==> config.mk <==
export PLATFORM = sky130hd
export DESIGN_NAME = frac_clk_div
export DESIGN_NICKNAME = d
export VERILOG_FILES = /design/src/rtl/frac_div_pkg.sv /design/src/rtl/fd_phase_seq.sv /design/src/rtl/fd_period_ctr.sv /design/src/rtl/fd_out_gate.sv /design/src/rtl/frac_clk_div.sv
export SDC_FILE = /design/constraint.sdc
export NUM_CORES = 1
export LEC_CHECK = 0
export BUFFER_PORTS_ARGS = -buffer_cell sky130_fd_sc_hd__buf_2
export CELL_PAD_IN_SITES_DETAIL_PLACEMENT = 2
export CELL_PAD_IN_SITES_GLOBAL_PLACEMENT = 2
export CORE_UTILIZATION = 34
export CTS_CLUSTER_DIAMETER = 50
export DETAILED_ROUTE_END_ITERATION = 12
export HOLD_SLACK_MARGIN = 0.15
export PLACE_DENSITY_LB_ADDON = 0.1
export SYNTH_ARGS = -nofsm -noshare
export SYNTH_HDL_FRONTEND = slang
export SYNTH_SLANG_ARGS = --single-unit
==> constraint.sdc <==
create_clock -name clk_i -period 4.9 [get_ports clk_i]
set_clock_uncertainty 0.2 [all_clocks]
set_input_delay 0.49 -clock clk_i [delete_from_list [all_inputs] [get_ports clk_i]]
set_output_delay 0.49 -clock clk_i [all_outputs]
set_load 0.01 [all_outputs]
==> src/rtl/frac_div_pkg.sv <==
package frac_div_pkg;
  localparam int unsigned CTRL_W  = 32;
  localparam int unsigned FLD_W   = 12;
  localparam int unsigned N_PH    = 2;   // ratio A, ratio B
  // mode bit positions
  localparam int unsigned B_DUAL  = 28;
  localparam int unsigned B_OGATE = 30;
  localparam int unsigned B_IGATE = 31;
  localparam int unsigned B_BYP   = 24;
endpackage

==> src/rtl/fd_phase_seq.sv <==
module fd_phase_seq #(
  parameter int unsigned FW   = 12,
  parameter int unsigned NPH  = 2,
  localparam int unsigned RW  = FW + 1
) (
  input  logic          clk_i,
  input  logic          rst_ni,
  input  logic          en_i,
  input  logic          dual_i,
  input  logic          end_i,
  input  logic [FW-1:0] n_fld_i [NPH],
  input  logic [FW-1:0] m_fld_i [NPH],
  output logic          sel_o,
  output logic [RW-1:0] next_n_o
);
  logic          sel_q;
  logic [FW-1:0] rep_q;
  logic          last_rep;
  logic          other;

  assign other    = ~sel_q;
  // >= guards against a repeat field shrinking below the running count
  assign last_rep = rep_q >= m_fld_i[sel_q];
  assign sel_o    = sel_q;

  always_comb begin
    if (!en_i || !dual_i)  next_n_o = RW'(n_fld_i[0]) + RW'(1);
    else if (last_rep)     next_n_o = RW'(n_fld_i[other]) + RW'(1);
    else                   next_n_o = RW'(n_fld_i[sel_q]) + RW'(1);
  end

  always_ff @(posedge clk_i or negedge rst_ni) begin
    if (!rst_ni) begin
      sel_q <= 1'b0;
      rep_q <= '0;
    end else if (!en_i) begin
      sel_q <= 1'b0;
      rep_q <= '0;
    end else if (end_i) begin
      if (!dual_i) begin
        sel_q <= 1'b0;
        rep_q <= '0;
      end else if (last_rep) begin
        sel_q <= other;
        rep_q <= '0;
      end else begin
        rep_q <= rep_q + FW'(1);
      end
    end
  end

  p_sel_change_at_boundary_r6: assert property (@(posedge clk_i) disable iff (!rst_ni)
    (sel_q != $past(sel_q)) |-> ($past(end_i) || !$past(en_i)));

  p_single_stays_a_r3: assert property (@(posedge clk_i) disable iff (!rst_ni)
    (en_i && !dual_i && end_i) |=> !sel_q);
endmodule

==> src/rtl/fd_period_ctr.sv <==
module fd_period_ctr #(
  parameter int unsigned FW  = 12,
  localparam int unsigned RW = FW + 1
) (
  input  logic          clk_i,
  input  logic          rst_ni,
  input  logic          en_i,
  input  logic [RW-1:0] next_n_i,
  output logic          end_o,
  output logic          raw_o
);
  logic [RW-1:0] cnt_q;
  logic [RW-1:0] n_cur_q;

  assign end_o = en_i && (cnt_q == n_cur_q - RW'(1));
  assign raw_o = en_i && (cnt_q < (n_cur_q >> 1));

  always_ff @(posedge clk_i or negedge rst_ni) begin
    if (!rst_ni) begin
      cnt_q   <= '0;
      n_cur_q <= RW'(1);
    end else if (!en_i) begin
      cnt_q   <= '0;
      n_cur_q <= next_n_i;   // preload ratio A for a clean restart
    end else if (end_o) begin
      cnt_q   <= '0;
      n_cur_q <= next_n_i;
    end else begin
      cnt_q   <= cnt_q + RW'(1);
    end
  end

  p_cnt_below_ratio_r5: assert property (@(posedge clk_i) disable iff (!rst_ni)
    en_i |-> (cnt_q < n_cur_q));

  p_ratio_held_in_period_r6: assert property (@(posedge clk_i) disable iff (!rst_ni)
    (en_i && !end_o) |=> (n_cur_q == $past(n_cur_q)));
endmodule

==> src/rtl/fd_out_gate.sv <==
module fd_out_gate (
  input  logic clk_i,
  input  logic rst_ni,
  input  logic raw_i,
  input  logic gate_en_i,
  output logic out_o
);
  logic gate_q;
  logic out_q;

  always_ff @(posedge clk_i or negedge rst_ni) begin
    if (!rst_ni) begin
      gate_q <= 1'b0;
      out_q  <= 1'b0;
    end else begin
      if (!raw_i) gate_q <= gate_en_i;   // sample only in low phase
      out_q <= raw_i & gate_q;
    end
  end

  assign out_o = out_q;

  p_gate_change_low_r8: assert property (@(posedge clk_i) disable iff (!rst_ni)
    (gate_q != $past(gate_q)) |-> !$past(raw_i));

  p_out_low_gate_off_r8: assert property (@(posedge clk_i) disable iff (!rst_ni)
    !gate_q |=> !out_q);
endmodule

==> src/rtl/frac_clk_div.sv <==
module frac_clk_div
  import frac_div_pkg::*;
#(
  parameter int unsigned FW = FLD_W
) (
  input  logic              clk_i,
  input  logic              rst_ni,
  input  logic [CTRL_W-1:0] ctrl0_i,
  input  logic [CTRL_W-1:0] ctrl1_i,
  output logic              clk_o
);
  localparam int unsigned RW = FW + 1;

  logic [FW-1:0] n_fld [N_PH];
  logic [FW-1:0] m_fld [N_PH];
  logic          in_en, out_en, dual, bypass;
  logic          end_w, raw_w, sel_w, div_q;
  logic [RW-1:0] next_n;
  logic          unused_ctrl;

  for (genvar g = 0; g < N_PH; g++) begin : g_fld
    assign n_fld[g] = ctrl0_i[g*FW +: FW];
    assign m_fld[g] = ctrl1_i[g*FW +: FW];
  end

  assign in_en       = ctrl0_i[B_IGATE];
  assign out_en      = ctrl0_i[B_OGATE];
  assign dual        = ctrl0_i[B_DUAL];
  assign bypass      = ctrl1_i[B_BYP];
  assign unused_ctrl = ^{ctrl0_i, ctrl1_i, sel_w};

  fd_phase_seq #(.FW(FW), .NPH(N_PH)) i_seq (
    .clk_i    (clk_i),
    .rst_ni   (rst_ni),
    .en_i     (in_en),
    .dual_i   (dual),
    .end_i    (end_w),
    .n_fld_i  (n_fld),
    .m_fld_i  (m_fld),
    .sel_o    (sel_w),
    .next_n_o (next_n)
  );

  fd_period_ctr #(.FW(FW)) i_ctr (
    .clk_i    (clk_i),
    .rst_ni   (rst_ni),
    .en_i     (in_en),
    .next_n_i (next_n),
    .end_o    (end_w),
    .raw_o    (raw_w)
  );

  fd_out_gate i_gate (
    .clk_i     (clk_i),
    .rst_ni    (rst_ni),
    .raw_i     (raw_w),
    .gate_en_i (out_en),
    .out_o     (div_q)
  );

  assign clk_o = bypass ? clk_i : div_q;

  p_idle_when_gated_r7: assert property (@(posedge clk_i) disable iff (!rst_ni)
    !in_en |=> !div_q);
endmodule

Word-level counts from Yosys, hierarchy flattened
Index checks and enable logic that the tools add are counted.
- add/subtract/negate cells: 6
- order comparisons: 4
- eq/ne operators: 3
- muxes and demuxes: 24
- bitwise operators: 4
- reductions and logical operators: 6
- operators by type and width (operator ; count):
    12-bit two-way mux ; 13
    13-bit two-way mux ; 6
    12-bit by 1-bit adder with 13-bit output, second input constant ; 3
    13-bit by 1-bit adder with 13-bit output, second input constant ; 1
    13-bit equality test ; 1
    13-bit by 12-bit less-than comparator with 1-bit output ; 1
    13-bit by 1-bit subtractor with 13-bit output, second input constant ; 1
    12-bit by 1-bit adder with 12-bit output, second input constant ; 1
    12-bit greater-or-equal comparator ; 1
    1-bit two-way mux ; 5
    2-bit greater-or-equal comparator, second input constant ; 2
    1-bit NOT with 2-bit output ; 2
    3-bit by 2-bit inequality test with 1-bit output, second input constant ; 1
    1-bit logical AND ; 2
    1-bit logical NOT ; 2
    2-bit by 1-bit inequality test with 1-bit output, second input constant ; 1
    2-bit AND reduction ; 1
    1-bit bitwise AND ; 1
    1-bit logical OR ; 1
    1-bit NOT ; 1
- register bits: 41
- output and inout bits: 1

Longest topological paths before layout
- depth after elaboration: 10
- depth in mapped cells: 19

By module
A second synthesis with hierarchy kept.
- cells, all modules: 378
- area, all modules: 3585.9 um^2
- modules (own cells, without submodules) (module ; times used ; cells each ; area an instance (um^2)):
    fd_period_ctr ; 1 ; 194 ; 1928.1
    fd_phase_seq ; 1 ; 179 ; 1570.3
    fd_out_gate ; 1 ; 4 ; 72.6
    frac_clk_div ; 1 ; 1 ; 15.0

==> impl_results.rst <==
.. list-table::
   :header-rows: 1

   * - Metric
     - Value
   * - Result of the run
     - complete, no violations
   * - Non-filler instance count after layout
     - 588
   * - Adder and majority gate portion of the synthesized area
     - 0.0972
   * - Total number of placement rows
     - 36
   * - Dpl hpwl
     - 8.11 mm
   * - Ordered list of cells on the worst path
     - mux2_2, ha_1, nor2b_1, o21ai_0, a31oi_1, a211oi_1, a211o_1, mux2_2, ha_1, nand4_1, nor2_1, xnor2_1, mux2i_1, nand2_1, o21ai_0
   * - Largest net degree at the start of global routing
     - 42
   * - Share of the clock period used by the worst path after layout
     - 0.867
   * - Portion of total power attributed to combinational logic
     - 0.201
   * - Setup crit start kind
     - flip-flop
   * - P per Cell Area
     - 210 mW/mm^2
   * - IO Port Bufs
     - 54
   * - Initial core utilization
     - 0.354
   * - Proportion of layout cells with a drive suffix above 1
     - 0.200
   * - Post-Route Hold Slack
     - 0.222 ns
   * - Cell type of the slowest stage on the worst timing path
     - sky130_fd_sc_hd__dfrtp_1
   * - Post-Syn Area
     - 0.00347 sq mm
   * - Power Total
     - 0.847 mW
   * - Startpoint-to-endpoint class of the critical path
     - reg -> reg
   * - Combinational family with the most area after synthesis
     - simple AND/OR/NAND/NOR gates
   * - Synthesized area per cell
     - 8.75 sq um
   * - Antenna diode count
     - 0
   * - Synth top area share
     - 0.288
   * - Clock network power share
     - 0.351
   * - DRC violation count after routing
     - 0
   * - Leak
     - 1.85 nW
   * - Most area-hungry cell type in the Yosys netlist
     - sky130_fd_sc_hd__dfrtp_1
   * - Wire length per cell
     - 17.5 microns
   * - Final hold vios
     - 0
   * - Worst Hold Launch
     - ctrl0_i[0]
   * - Die span in y
     - 103 microns
   * - Die area
     - 0.0106 sq mm
   * - Most crowded layer after global routing
     - met2
   * - Mux cell area share after synthesis
     - 0.0857
   * - Length in cells of the worst reg-to-reg path
     - 15
   * - Post-detailed-routing wire length
     - 10.3 mm
   * - Sum of negative setup slack
     - 0 ns
   * - Number of detailed-routing iterations run before antenna repair
     - 4
   * - Simple-Gate Fraction of Synth Area
     - 0.235
   * - Maximum ir drop on the vdd rail
     - 110 uV
   * - Post-Route Utilization
     - 0.410
   * - Antenna violations before repair
     - 0
   * - Quantity of gates resized following cts
     - 0
   * - Net Sw Frac
     - 0.304
   * - Yosys cell types
     - 52
   * - Count of routing violations after the opening detailed-route iteration
     - 55
   * - Flip-flop cell with the highest count after synthesis
     - sky130_fd_sc_hd__dfrtp_1
   * - Count of nets after finishing
     - 547
   * - Worst slack after detailed placement
     - 0.629 ns
   * - Internal
     - 0.590 mW
   * - Maxcap violations
     - 0
   * - Met2 routing resource usage after global routing
     - 0.406
   * - Worst hold endpoint
     - i_ctr.n_cur_q[0]
   * - TritonCTS clock tree
     - done
   * - Remaining max-slew budget at the tightest pin
     - 0.338
   * - Remaining antenna violation count after routing
     - 0
   * - Fillers
     - 1,146
   * - Count of flip-flops with a built-in enable after synthesis
     - 0
   * - Most frequent standard cell in the layout excluding fill and tap cells
     - sky130_fd_sc_hd__buf_2
   * - Post-layout minimum cycle time
     - 4.25 ns
   * - GR Util met1
     - 0.224
   * - Area post-placement
     - 0.00388 sq mm
   * - Worst path required time
     - 4.97 ns
   * - Yosys warning total
     - 0
   * - Via count of the first global-routing pass
     - 3,416
   * - Total nets after synthesis
     - 490
   * - Area of the multi-input gates
     - 0.00232 sq mm
   * - Register bit total from synthesis
     - 41
   * - Cells after synthesis
     - 397
   * - Area growth from synthesis to layout
     - 15.8%
   * - Part of the power in registers
     - 0.448
   * - Share of synthesized flip-flops with an asynchronous set or reset
     - 1.00
   * - Data arrival at the endpoint of the critical path
     - 4.31 ns
   * - Compound-cell area share of the yosys netlist
     - 0.139
   * - Max Fanout on Critical Path
     - 16
   * - Clk slew on worst S/H paths
     - 0.08 ns
   * - Hold WC Path Type
     - in -> reg
   * - Max-slew violations
     - 0
   * - Transition time at the pin with the least slew margin
     - 0.993 ns
   * - RSZ-0062 raised after global routing
     - no
   * - Placed Cells incl. Taps
     - 575
   * - Endpoint of the most critical register-to-register path
     - i_ctr.n_cur_q[8]
   * - Most used cells in the layout excluding fill and tap cells
     - sky130_fd_sc_hd__buf_2, sky130_fd_sc_hd__dfrtp_1, sky130_fd_sc_hd__nor2_1
   * - Total setup violations reported at the end of the flow
     - 0
   * - Total routing usage reported by global routing
     - 0.212
   * - Post-route setup slack
     - 0.653 ns
   * - Launching instance or port of the critical path
     - i_seq.sel_o
   * - Std-Cell Core Area
     - 0.00982 sq mm
   * - Switching Power
     - 0.257 mW
   * - Register area share after synthesis
     - 0.296
   * - Peak per-stage delay on the critical path
     - 0.81 ns
   * - Chip Width
     - 103 microns
   * - Total I/O pin count
     - 67
   * - Via count normalized by instance count
     - 5.44
   * - Most area-consuming cells after synthesis
     - sky130_fd_sc_hd__dfrtp_1, sky130_fd_sc_hd__ha_1, sky130_fd_sc_hd__mux2i_1
   * - First-pass GRT wire length
     - 16.8 mm
   * - Global-route met3 utilization
     - 0.0475
   * - Hold Crit Depth
     - 3
   * - Aggregate global routing overflow
     - 0
   * - Via total after detailed routing
     - 3,201
   * - Final standard cell area without fillers
     - 0.00403 sq mm
   * - Register Area
     - 0.00103 sq mm
   * - Peak Freq
     - 235 MHz
   * - Setup Buffers After CTS
     - 0
   * - Critical R2R Launch
     - i_seq.sel_o
   * - Worst skew pair latency
     - 0.41 ns
   * - Internal reg-to-reg setup slack
     - 0.65 ns
   * - Routability congestion estimate from global placement
     - 0.749
   * - Type of destination of the critical path
     - flip-flop
   * - Synth Area in XOR/XNOR
     - 0.108
## synthesized netlist by cell type, types with 6 or more instances
cell and number:
sky130_fd_sc_hd__nor3_1 8, sky130_fd_sc_hd__a21o_1 9, sky130_fd_sc_hd__and3_1 15, sky130_fd_sc_hd__ha_1 27
sky130_fd_sc_hd__xor2_1 23, sky130_fd_sc_hd__nor2_1 39, sky130_fd_sc_hd__mux2_2 6, sky130_fd_sc_hd__inv_1 18
sky130_fd_sc_hd__nand2_1 36, sky130_fd_sc_hd__mux2i_1 23, sky130_fd_sc_hd__nand4_1 11, sky130_fd_sc_hd__nand3_1 22
sky130_fd_sc_hd__xnor2_1 20, sky130_fd_sc_hd__a21oi_1 13, sky130_fd_sc_hd__dfrtp_1 40, sky130_fd_sc_hd__o21ai_0 18
sky130_fd_sc_hd__o211ai_1 7
## registers in the layout, summed over array words and instances (netlist names)
name	flops
i_ctr.cnt_q	13
i_ctr.n_cur_q	13
i_gate.gate_q	1
i_gate.out_o	1
i_seq.rep_q	12
i_seq.sel_o	1
## critical path, delay by kind of cell, from the launching register on
family	cells	cell delay [ns]
compound gates	5	0.93
flops	1	0.81
mux	3	0.80
simple gates	4	0.63
fa+ha+maj	2	0.58
xor+xnor	1	0.14
## layer usage
layer / vias to the layer above / routed length (microns)
met1: 1604 / 4050
li1: 1530 / -
met5: - / 0
met3: 21 / 264
met2: 46 / 5780
met4: 0 / 208
## final cells by class
cell class,instances,area share
multi-input combinational,325,0.577
sequential,41,0.255
timing repair buffer,59,0.0783
tap,133,0.0413
clock buffer,12,0.0314
inverter,18,0.0168
## how the worst max path moves through the flow
stage,endpoint,slack (ns),cells after the start
floorplan,i_ctr.n_cur_q[10],0.65,19
global placement,i_ctr.n_cur_q[10],0.73,15
detailed placement,i_ctr.n_cur_q[8],0.63,15
CTS,i_ctr.n_cur_q[8],0.61,15
global route,i_ctr.n_cur_q[10],0.35,15
finish,i_ctr.n_cur_q[8],0.65,15
## what timing repair did
item | 4_1_cts | 5_1_grt
hold buffers | 2 | 0
hold endpoints to repair | 41 | 0
endpoints found under the setup margin | 0 | 0
## power by group through the flow
stage          registers (mW)  logic [mW]  clock network, mW
2_1_floorplan           0.379       0.107            0.00747
6_report                0.380       0.170              0.297
5_1_grt                 0.383       0.195              0.325
4_1_cts                 0.380       0.175              0.308
3_5_place_dp            0.387       0.172             0.0110
3_3_place_gp            0.386       0.164             0.0110
## cell families (layout without fill, tap and decap cells)
logic type               Yosys count  in the layout
AND/OR/NAND/NOR                  154            154
flip-flops                        41             41
XOR/XNOR                          43             43
adder cells (fa/ha/maj)           27             27
AO/OA/AOI/OAI                     72             72
multiplexers                      29             29
buffers and inverters             31             89
No activity file was read; power rests on OpenSTA's default activity.
